## src/rtl/anticlip_pkg.sv

```systemverilog
package anticlip_pkg;

  localparam int BASE_W = 14;
  localparam int GAIN_FRAC = 15;
  localparam int GAIN_W = GAIN_FRAC + 1;

  // peak limits for a 14-bit sample, one per threshold select
  function automatic logic [BASE_W-1:0] thr_base(input logic [1:0] sel);
    case (sel)
      2'd0:    thr_base = 14'd1012;
      2'd1:    thr_base = 14'd1274;
      2'd2:    thr_base = 14'd2019;
      default: thr_base = 14'd2542;
    endcase
  endfunction

  // unsigned Q1.15 gain for an attenuation of k dB
  function automatic logic [GAIN_W-1:0] gain_of(input int unsigned k);
    case (k)
      0:       gain_of = 16'd32768;
      1:       gain_of = 16'd29205;
      2:       gain_of = 16'd26029;
      3:       gain_of = 16'd23198;
      4:       gain_of = 16'd20675;
      5:       gain_of = 16'd18427;
      6:       gain_of = 16'd16423;
      7:       gain_of = 16'd14637;
      8:       gain_of = 16'd13045;
      9:       gain_of = 16'd11627;
      10:      gain_of = 16'd10362;
      11:      gain_of = 16'd9235;
      default: gain_of = 16'd8231;
    endcase
  endfunction

endpackage

```

## src/rtl/anticlip_detect.sv

```systemverilog
module anticlip_detect #(
  parameter int SAMPLE_W = 14
) (
  input  logic [SAMPLE_W-1:0] sample_i,
  input  logic [1:0]          thr_sel_i,
  output logic                over_o
);
  import anticlip_pkg::*;

  localparam int SHIFT = SAMPLE_W - BASE_W;

  logic [SAMPLE_W-1:0] mag;
  logic [SAMPLE_W-1:0] thr;

  always_comb begin
    // -min wraps to 2^(W-1), which is the correct unsigned magnitude
    mag = sample_i[SAMPLE_W-1] ? (~sample_i + 1'b1) : sample_i;
    thr = SAMPLE_W'(thr_base(thr_sel_i)) << SHIFT;
    over_o = mag > thr;
  end

endmodule

```

## src/rtl/anticlip_rel_timer.sv

```systemverilog
module anticlip_rel_timer #(
  parameter int DIV0 = 2000,
  parameter int DIV1 = 1000,
  parameter int DIV2 = 258,
  parameter int DIV3 = 129,
  parameter int CNT_W = $clog2(DIV0 + 1)
) (
  input  logic       clk_i,
  input  logic       rst_ni,
  input  logic       vld_i,
  input  logic       high_gain_i,
  input  logic       over_i,
  input  logic [1:0] rel_sel_i,
  output logic       release_o
);

  logic [CNT_W-1:0] cnt_q, cnt_d, last;
  logic             hit_q, hit_d;
  logic             expire;

  always_comb begin
    case (rel_sel_i)
      2'd0:    last = CNT_W'(DIV0 - 1);
      2'd1:    last = CNT_W'(DIV1 - 1);
      2'd2:    last = CNT_W'(DIV2 - 1);
      default: last = CNT_W'(DIV3 - 1);
    endcase
    // >= so a shorter select taken mid-interval still expires
    expire    = vld_i && high_gain_i && (cnt_q >= last);
    release_o = expire && !(hit_q || over_i);
    cnt_d = cnt_q;
    hit_d = hit_q;
    if (!high_gain_i) begin
      cnt_d = '0;
      hit_d = 1'b0;
    end else if (vld_i) begin
      cnt_d = expire ? '0 : cnt_q + 1'b1;
      hit_d = expire ? 1'b0 : (hit_q || over_i);
    end
  end

  always_ff @(posedge clk_i or negedge rst_ni) begin
    if (!rst_ni) begin
      cnt_q <= '0;
      hit_q <= 1'b0;
    end else begin
      cnt_q <= cnt_d;
      hit_q <= hit_d;
    end
  end

  AST_CNT_BOUND: assert property (@(posedge clk_i) disable iff (!rst_ni)
    cnt_q < CNT_W'(DIV0));
  AST_HIT_BLOCKS: assert property (@(posedge clk_i) disable iff (!rst_ni)
    hit_q |-> !release_o);

endmodule

```

## src/rtl/anticlip_atten.sv

```systemverilog
module anticlip_atten #(
  parameter int ATT_MAX = 12,
  parameter int ATT_W = $clog2(ATT_MAX + 1)
) (
  input  logic             clk_i,
  input  logic             rst_ni,
  input  logic             vld_i,
  input  logic             high_gain_i,
  input  logic             over_i,
  input  logic             release_i,
  output logic [ATT_W-1:0] att_d_o,
  output logic [ATT_W-1:0] att_q_o
);

  logic [ATT_W-1:0] att_q, att_d;

  always_comb begin
    att_d = att_q;
    if (!high_gain_i) begin
      att_d = '0;
    end else if (vld_i) begin
      if (over_i) begin
        if (att_q < ATT_W'(ATT_MAX)) att_d = att_q + 1'b1;
      end else if (release_i && (att_q != '0)) begin
        att_d = att_q - 1'b1;
      end
    end
  end

  always_ff @(posedge clk_i or negedge rst_ni) begin
    if (!rst_ni) att_q <= '0;
    else         att_q <= att_d;
  end

  assign att_d_o = att_d;
  assign att_q_o = att_q;

  AST_ATT_CEIL: assert property (@(posedge clk_i) disable iff (!rst_ni)
    att_q <= ATT_W'(ATT_MAX));
  AST_ATTACK_ONE: assert property (@(posedge clk_i) disable iff (!rst_ni)
    (vld_i && high_gain_i && over_i && att_q < ATT_W'(ATT_MAX))
      |=> att_q == $past(att_q) + ATT_W'(1));
  AST_QUIET_NO_RISE: assert property (@(posedge clk_i) disable iff (!rst_ni)
    (vld_i && high_gain_i && !over_i) |=> att_q <= $past(att_q));
  AST_IDLE_HOLD: assert property (@(posedge clk_i) disable iff (!rst_ni)
    (!vld_i && high_gain_i) |=> $stable(att_q));

endmodule

```

## src/rtl/anticlip_scale.sv

```systemverilog
module anticlip_scale #(
  parameter int SAMPLE_W = 14,
  parameter int ATT_W = 4
) (
  input  logic                clk_i,
  input  logic                rst_ni,
  input  logic                vld_i,
  input  logic [SAMPLE_W-1:0] sample_i,
  input  logic [ATT_W-1:0]    att_i,
  output logic [SAMPLE_W-1:0] sample_o,
  output logic                vld_o
);
  import anticlip_pkg::*;

  localparam int PROD_W = SAMPLE_W + GAIN_W + 1;

  logic signed [GAIN_W:0]   gain_s;
  logic signed [PROD_W-1:0] prod;
  logic signed [PROD_W-1:0] shifted;

  always_comb begin
    gain_s  = $signed({1'b0, gain_of(int'(att_i))});
    prod    = PROD_W'($signed(sample_i)) * PROD_W'(gain_s);
    shifted = prod >>> GAIN_FRAC;
  end

  always_ff @(posedge clk_i or negedge rst_ni) begin
    if (!rst_ni) begin
      sample_o <= '0;
      vld_o    <= 1'b0;
    end else begin
      vld_o <= vld_i;
      if (vld_i) sample_o <= shifted[SAMPLE_W-1:0];
    end
  end

  AST_VLD_DELAY: assert property (@(posedge clk_i) disable iff (!rst_ni)
    1'b1 |=> vld_o == $past(vld_i));
  AST_UNITY_PASS: assert property (@(posedge clk_i) disable iff (!rst_ni)
    (vld_i && att_i == '0) |=> sample_o == $past(sample_i));

endmodule

```

## src/rtl/anticlip_ctrl.sv

```systemverilog
module anticlip_ctrl #(
  parameter int SAMPLE_W = 14,
  parameter int ATT_MAX = 12,
  parameter int REL_DIV0 = 2000,
  parameter int REL_DIV1 = 1000,
  parameter int REL_DIV2 = 258,
  parameter int REL_DIV3 = 129,
  localparam int ATT_W = $clog2(ATT_MAX + 1)
) (
  input  logic                clk_i,
  input  logic                rst_ni,
  input  logic                sample_vld_i,
  input  logic [SAMPLE_W-1:0] sample_i,
  input  logic                high_gain_i,
  input  logic [1:0]          thr_sel_i,
  input  logic [1:0]          rel_sel_i,
  output logic [SAMPLE_W-1:0] sample_o,
  output logic                sample_vld_o,
  output logic [ATT_W-1:0]    atten_o
);

  logic             over, over_hg, rel;
  logic [ATT_W-1:0] att_d;

  anticlip_detect #(.SAMPLE_W(SAMPLE_W)) u_detect (
    .sample_i (sample_i),
    .thr_sel_i(thr_sel_i),
    .over_o   (over)
  );

  assign over_hg = over && high_gain_i;

  anticlip_rel_timer #(
    .DIV0(REL_DIV0), .DIV1(REL_DIV1), .DIV2(REL_DIV2), .DIV3(REL_DIV3)
  ) u_timer (
    .clk_i      (clk_i),
    .rst_ni     (rst_ni),
    .vld_i      (sample_vld_i),
    .high_gain_i(high_gain_i),
    .over_i     (over_hg),
    .rel_sel_i  (rel_sel_i),
    .release_o  (rel)
  );

  anticlip_atten #(.ATT_MAX(ATT_MAX)) u_atten (
    .clk_i      (clk_i),
    .rst_ni     (rst_ni),
    .vld_i      (sample_vld_i),
    .high_gain_i(high_gain_i),
    .over_i     (over_hg),
    .release_i  (rel),
    .att_d_o    (att_d),
    .att_q_o    (atten_o)
  );

  anticlip_scale #(.SAMPLE_W(SAMPLE_W), .ATT_W(ATT_W)) u_scale (
    .clk_i   (clk_i),
    .rst_ni  (rst_ni),
    .vld_i   (sample_vld_i),
    .sample_i(sample_i),
    .att_i   (att_d),
    .sample_o(sample_o),
    .vld_o   (sample_vld_o)
  );

  AST_LOW_GAIN: assert property (@(posedge clk_i) disable iff (!rst_ni)
    !high_gain_i |=> atten_o == '0);
  AST_FLOOR: assert property (@(posedge clk_i) disable iff (!rst_ni)
    ($past(atten_o) == '0 && !over_hg) |-> atten_o == '0);

endmodule

```

## config.mk

```make
export PLATFORM = sky130hd
export DESIGN_NAME = anticlip_ctrl
export DESIGN_NICKNAME = d
export VERILOG_FILES = /design/src/rtl/anticlip_pkg.sv /design/src/rtl/anticlip_detect.sv /design/src/rtl/anticlip_rel_timer.sv /design/src/rtl/anticlip_atten.sv /design/src/rtl/anticlip_scale.sv /design/src/rtl/anticlip_ctrl.sv
export SDC_FILE = /design/constraint.sdc
export NUM_CORES = 1
export LEC_CHECK = 0
export ABC_CLOCK_PERIOD_IN_PS = 10200
export BUFFER_PORTS_ARGS = -buffer_cell sky130_fd_sc_hd__buf_2
export CAP_MARGIN = 10
export CORE_MARGIN = 2
export CORE_UTILIZATION = 50
export CTS_BUF_LIST = sky130_fd_sc_hd__clkbuf_4 sky130_fd_sc_hd__clkbuf_8
export CTS_CLUSTER_SIZE = 12
export DETAILED_ROUTE_END_ITERATION = 6
export PLACE_DENSITY = 0.76
export SLEW_MARGIN = 20
export SYNTH_ARGS = -nofsm -noshare
export SYNTH_HDL_FRONTEND = slang
export SYNTH_SLANG_ARGS = --single-unit
```

## constraint.sdc

```tcl
create_clock -name clk_i -period 10.2 [get_ports clk_i]
set_input_delay 2.04 -clock clk_i [delete_from_list [all_inputs] [get_ports clk_i]]
set_output_delay 2.04 -clock clk_i [all_outputs]
set_load 0.05 [all_outputs]
```

======== Yosys cells after proc, flatten, opt, wreduce, memory -nomap -nowiden ========
Memories as Yosys holds them, arrays and structs flattened.
Index checks and enable logic that the tools add are counted.
storage, ports and cells
  flip-flop bits (word level) ............. 31
  latch bits .............................. 0
  bits in writable memories ............... 0
  memory bits (read-only) ................. 256
  input bits .............................. 22
  output and inout port bits .............. 19
  word-level logic and storage cells ...... 44
  memories kept ........................... 1
memory list
  memory            depth  bits a word  read ports  clocked after Yosys merged registers in  wr ports  RTL line            RTL
  (name not given)  16     16           1           0                                        0         anticlip_pkg.sv:19  case (k)
operators by class
  add/subtract/negate cells ............... 4
  multipliers ............................. 1
  div/mod/pow operators ................... 0
  order comparisons ....................... 3
  eq/ne operators ......................... 5
  shifts and indexed selects .............. 0
  muxes and demuxes ....................... 14
  bitwise logic cells ..................... 1
  reductions and logical operators ........ 10
operator list
  cell                     number
  $pmux W12 S3             1
  $mux W11                 3
  $pmux W11 S3             1
  $mul A14 B17 Y29         1
  $mux W4                  5
  $add A14 B1 Y14 const B  1
  $gt A14 B12 Y1           1
  $mux W14                 1
  $not A14 Y14             1
  $add A11 B1 Y11 const B  1
  $ge A11 B11 Y1           1
  $logic_and A1 B1 Y1      5
  $add A4 B1 Y4 const B    1
  $eq A2 B1 Y1 const B     2
  $eq A2 B2 Y1 const B     2
  $logic_not A2 Y1         2
  $lt A4 B4 Y1 const B     1
  $reduce_bool A4 Y1       1
  $sub A4 B1 Y4 const B    1
  $mux W1                  3
  $ne A2 B2 Y1 const B     1
  $logic_not A1 Y1         1
  $logic_or A1 B1 Y1       1

======== Depth between registers and ports, before layout ========
An unclocked memory read counts as a cell.
  depth after elaboration ................. 15
  mapped depth ............................ 48
  gate-level depth less buffers ........... 45

======== Modules after synthesis ========
Synthesis repeated with hierarchy kept, for this count alone.
unflattened totals
  cell total of the unflattened synthesis .. 1171
  area, all modules ....................... 10314.9 µm²
by module, submodules not included
  module              times used  cells each  area each (µm²)  seq. area each (µm²)
  anticlip_scale      1           946         8369.3           375.4
  anticlip_rel_timer  1           117         1051.0           300.3
  anticlip_detect     1           74          580.6            0.0
  anticlip_atten      1           33          307.8            100.1
  anticlip_ctrl       1           1           6.3              0.0

======== Worst setup path before layout ========
Ideal clock, no wire load.
  path kind ............................... input -> register
  from .................................... input port sample_i[0]
  to ...................................... register u_scale.sample_o[6]
  library setup time ...................... 0.126 ns
  arrival ................................. 11.414 ns
  required time ........................... 10.074 ns
  path slack .............................. -1.340 ns
  stages .................................. 39
  buffers on the path ..................... 3
  path through ............................ clkbuf_1 inv_1 ha_1 nor3b_2 a31oi_1 xor2_1 ha_1 nand4_1 a211o_2 o22a_1 buf_6 a311o_1 o21ai_0 inv_1 ha_1 and2_1 mux2_2 clkbuf_1 (+3 left out) fa_1 inv_1 fa_1 fa_1 fa_1 inv_1 fa_1 inv_1 ha_1 nand4_1 or4_1 nor2_1 nand3_1 a211o_1 o21ai_4 a211oi_2 o2111a_1 a221o_1
on the way
  cells in the longest elaborated chain, start to end .. 15
ends and longest elaborated chain
  item                     RTL line                  RTL
  from (decl)              anticlip_ctrl.sv:13       input logic [SAMPLE_W-1:0] sample_i,
  $not A14 Y14             anticlip_detect.sv:17     mag = sample_i[SAMPLE_W-1] ? (~sample_i + 1'b1) : sample_i;
  $add A14 B1 Y14          anticlip_detect.sv:17
  $mux W14 (*)             anticlip_detect.sv:17
  $gt A14 B12 Y1 (*)       anticlip_detect.sv:19     over_o = mag > thr;
  $logic_and A1 B1 Y1 (*)  anticlip_ctrl.sv:31       assign over_hg = over && high_gain_i;
  $logic_or A1 B1 Y1       anticlip_rel_timer.sv:30  release_o = expire && !(hit_q || over_i);
  $logic_not A1 Y1         anticlip_rel_timer.sv:30
  $logic_and A1 B1 Y1      anticlip_rel_timer.sv:30
  $logic_and A1 B1 Y1      anticlip_atten.sv:24      end else if (release_i && (att_q != '0)) begin
  $mux W4                  anticlip_atten.sv:24
  $mux W4 (*)              anticlip_atten.sv:22      if (over_i) begin
  $mux W4 (*)              anticlip_atten.sv:21      end else if (vld_i) begin
  $mux W4 (*)              anticlip_atten.sv:19      if (!high_gain_i) begin
  via att_d[1]             anticlip_ctrl.sv:23       logic [ATT_W-1:0] att_d;
  $mem_v2 Z16 W16 (*)      --
  $mul A14 B17 Y29 (*)     anticlip_scale.sv:23      prod = PROD_W'($signed(sample_i)) * PROD_W'(gain_s);
  to (signal assigned)     anticlip_scale.sv:33      if (vld_i) sample_o <= shifted[SAMPLE_W-1:0];
  to (decl)                anticlip_scale.sv:10      output logic [SAMPLE_W-1:0] sample_o,
Mark *: on every way through the listed nets, which the timed path passes. The rest lies on a longest branch.
A chain may end at the register's enable or synchronous reset.

======== Final worst setup path ========
  from .................................... input port sample_i[1]
  to ...................................... register u_scale.sample_o[7]
Same word-level chain as after synthesis.

==> results.cfg <==
[status]
outcome = finished with violations
violations = setup timing

[floorplanning]
die_w_um = 146
core_mm2 = 0.0196
initial_core_util = 0.511
die_h_um = 146
dieArea_mm2 = 0.0212
row_count = 51
io-pin-count = 41

[yosys]
async_flop_share = 1.00
ys_seq_elements = 31
synthCells = 1150
yosysMostFrequentCell = inv_1
ys_seq_area_frac = 0.0774
syn-cell-area_mm2 = 0.0100
yosys.cell_types.count = 72
syn_area_per_cell_um2 = 8.71
synth_top_cell_by_area = fa_1
synth_common_cells = inv_1 (209), fa_1 (165), ha_1 (135)
synth_edf_count = 0
synth_top_area_share = 0.330
synthTopCellsByArea = fa_1 (33%), ha_1 (17%), inv_1 (7.8%)
syn-num-nets = 1472
ys.flop_type = dfrtp_1
yosysWarnings = 0

[final_layout]
fin_cells = 1605
area_growth_pct = 26.5
seq_area_um2 = 776
drive_above_1_share = 0.281
antennaDiodeCount = 0
multi_input_area_mm2 = 0.00888
nets = 1662
filler_cell_count = 1477
postLayoutCoreUtil = 0.647
design_area_mm2 = 0.0127

[sta]
fin_setup_tns_ns = -11.05
worstMarginPinSlew_ns = 0.948
rsz0062_at_grt = true
setup_viol = 14
setup_ws_ns = -0.912
slew_viol_final = 0
fin_skew_ns = 0.00695
hold_slack_ns = 0.513
timing.fmax_ghz = 0.0900
maxSlewHeadroom = 0.367
hold_viol = 0
post-route-min-period_ns = 11.11
finalCritPeriodShare = 1.09

[placement]
gp_congestion = 0.934
dp_hpwl_um = 20600
pre_cts_ws_ns = -1.38
io_buffers = 40
dpl_cell_area_mm2 = 0.0116
dp.cells = 1557

[detailed_routing]
first_pass_iters = 5
wl_per_cell_um = 17.3
drc = 0
vias_per_cell = 5.54
first_iter_violations = 674
via_count = 8884
final_antenna_net_count = 0
wl_um = 27800

[setup_path]
start_kind = primary input
slowest_delay_ns = 0.58
cp_slowest_cell = or4_4
critPathArrivalTime_ns = 11.34
critical_path.top_delay_family = adder cells
worst-path-buf-inv = 11
critical_path_required_ns = 10.43
crit_fanout = 5
end_kind = flop
critical_path_class = in -> reg
crit_top_cell = fa_1

[power]
leakage_nw = 6.38
vdd.ir_drop.worst_mv = 0.710
power_mw = 3.92
p_per_area_mw_per_mm2 = 309

[cts]
cts_tree = done
clock_path_buffers = 2
cts_max_level = 2
cts_buffers = 5
clock-sinks = 31
insertion_delay_ns = 0.30
path_clk_slew_ns = 0.06
clockRootBuffer = clkbuf_8

[global_route]
antenna_found_initial = 0
grt_pass1_wl_um = 45100
grt_overflow = 0
gr-usage-all-layers = 0.260
grt_max_degree = 32
grt_pass1_vias = 9448

[min_path]
min_path_type = reg -> reg

[run]
drv_cap = 0
==> worst paths after layout <==
check / start / to / slack, ns / depth (start not counted)
min reg2reg: u_scale.sample_o[3] / u_scale.sample_o[3] / 0.51 / 1
max in group asynchronous: rst_ni / u_atten.att_q_o[0] / 7.93 / 1
min in group asynchronous: rst_ni / u_scale.sample_o[5] / 1.80 / 1
min: u_scale.sample_o[3] / u_scale.sample_o[3] / 0.51 / 1
max: sample_i[1] / u_scale.sample_o[7] / -0.91 / 44
max reg2reg: u_timer.cnt_q[0] / u_scale.sample_o[7] / 1.01 / 37
==> layout make-up <==
type / instances / area share
Clock buffer: 6 / 0.00651
Multi-Input combinational cell: 853 / 0.701
Tap cell: 265 / 0.0262
Clock inverter: 1 / 0.000395
Timing Repair Buffer: 237 / 0.142
Inverter: 212 / 0.0634
Sequential cell: 31 / 0.0612
==> worst register-to-register path, delay by kind of cell, from the launching register on <==
| family | cells | cell delay, ns |
|---|---|---|
| multiplexers | 1 | 0.15 |
| flip-flops | 1 | 0.42 |
| AND/OR/NAND/NOR | 10 | 1.89 |
| buffers and inverters | 11 | 1.47 |
| AO/OA/AOI/OAI | 7 | 1.61 |
| adder cells (fa/ha/maj) | 8 | 3.56 |
==> registers in the layout (all words and copies together), names as in the netlist <==
signal            flops
u_timer.hit_q         1
u_scale.sample_o     14
u_scale.vld_o         1
u_timer.cnt_q        11
u_atten.att_q_o       4
==> layout by cell type, fill, tap and decap left out, drive strengths merged, types with 7 or more instances in the layout <==
| master | Yosys | final |
|---|---|---|
| buf | 18 | 237 |
| nor2b | 17 | 17 |
| fa | 165 | 165 |
| nand2 | 130 | 130 |
| and3 | 12 | 12 |
| nand2b | 12 | 12 |
| dfrtp | 31 | 31 |
| a21oi | 28 | 28 |
| xnor2 | 15 | 15 |
| o211ai | 9 | 9 |
| inv | 210 | 210 |
| xor2 | 7 | 7 |
| or2 | 7 | 7 |
| nor3 | 13 | 13 |
| nand3 | 16 | 16 |
| ha | 135 | 135 |
| a21o | 7 | 7 |
| o21ai | 46 | 46 |
| nor2 | 55 | 55 |
| and2 | 93 | 93 |
==> what timing repair did <==
item	4_1_cts	5_1_grt
setup buffers	32	10
pin swaps	63	72
hold buffers	0	0
gates resized for setup	80	64
hold endpoints to repair	0	0
endpoints found under the setup margin	14	14
==> cell families (layout without fill, tap and decap cells) <==
family          Yosys count  after routing  synth area share
compound gates          148            148             0.102
xor+xnor                 22             22            0.0192
fa+ha+maj               300            300             0.498
buf+inv                 266            456             0.104
flops                    31             31            0.0774
mux                      12             12            0.0127
simple gates            371            371             0.186
==> power by group <==
part	switching, mW	leakage [nW]	internal (mW)
Clock	0.0486	0.0470	0.0529
Sequential	0.0192	0.398	0.165
Combinational	1.97	5.94	1.66
==> routing by layer <==
layer,global-route usage,part of all wire
met1,0.318,0.40
met2,0.461,0.51
met3,0.0332,0.047
met4,0.119,0.043
met5,0,0
(Power assumes the default switching activity.)
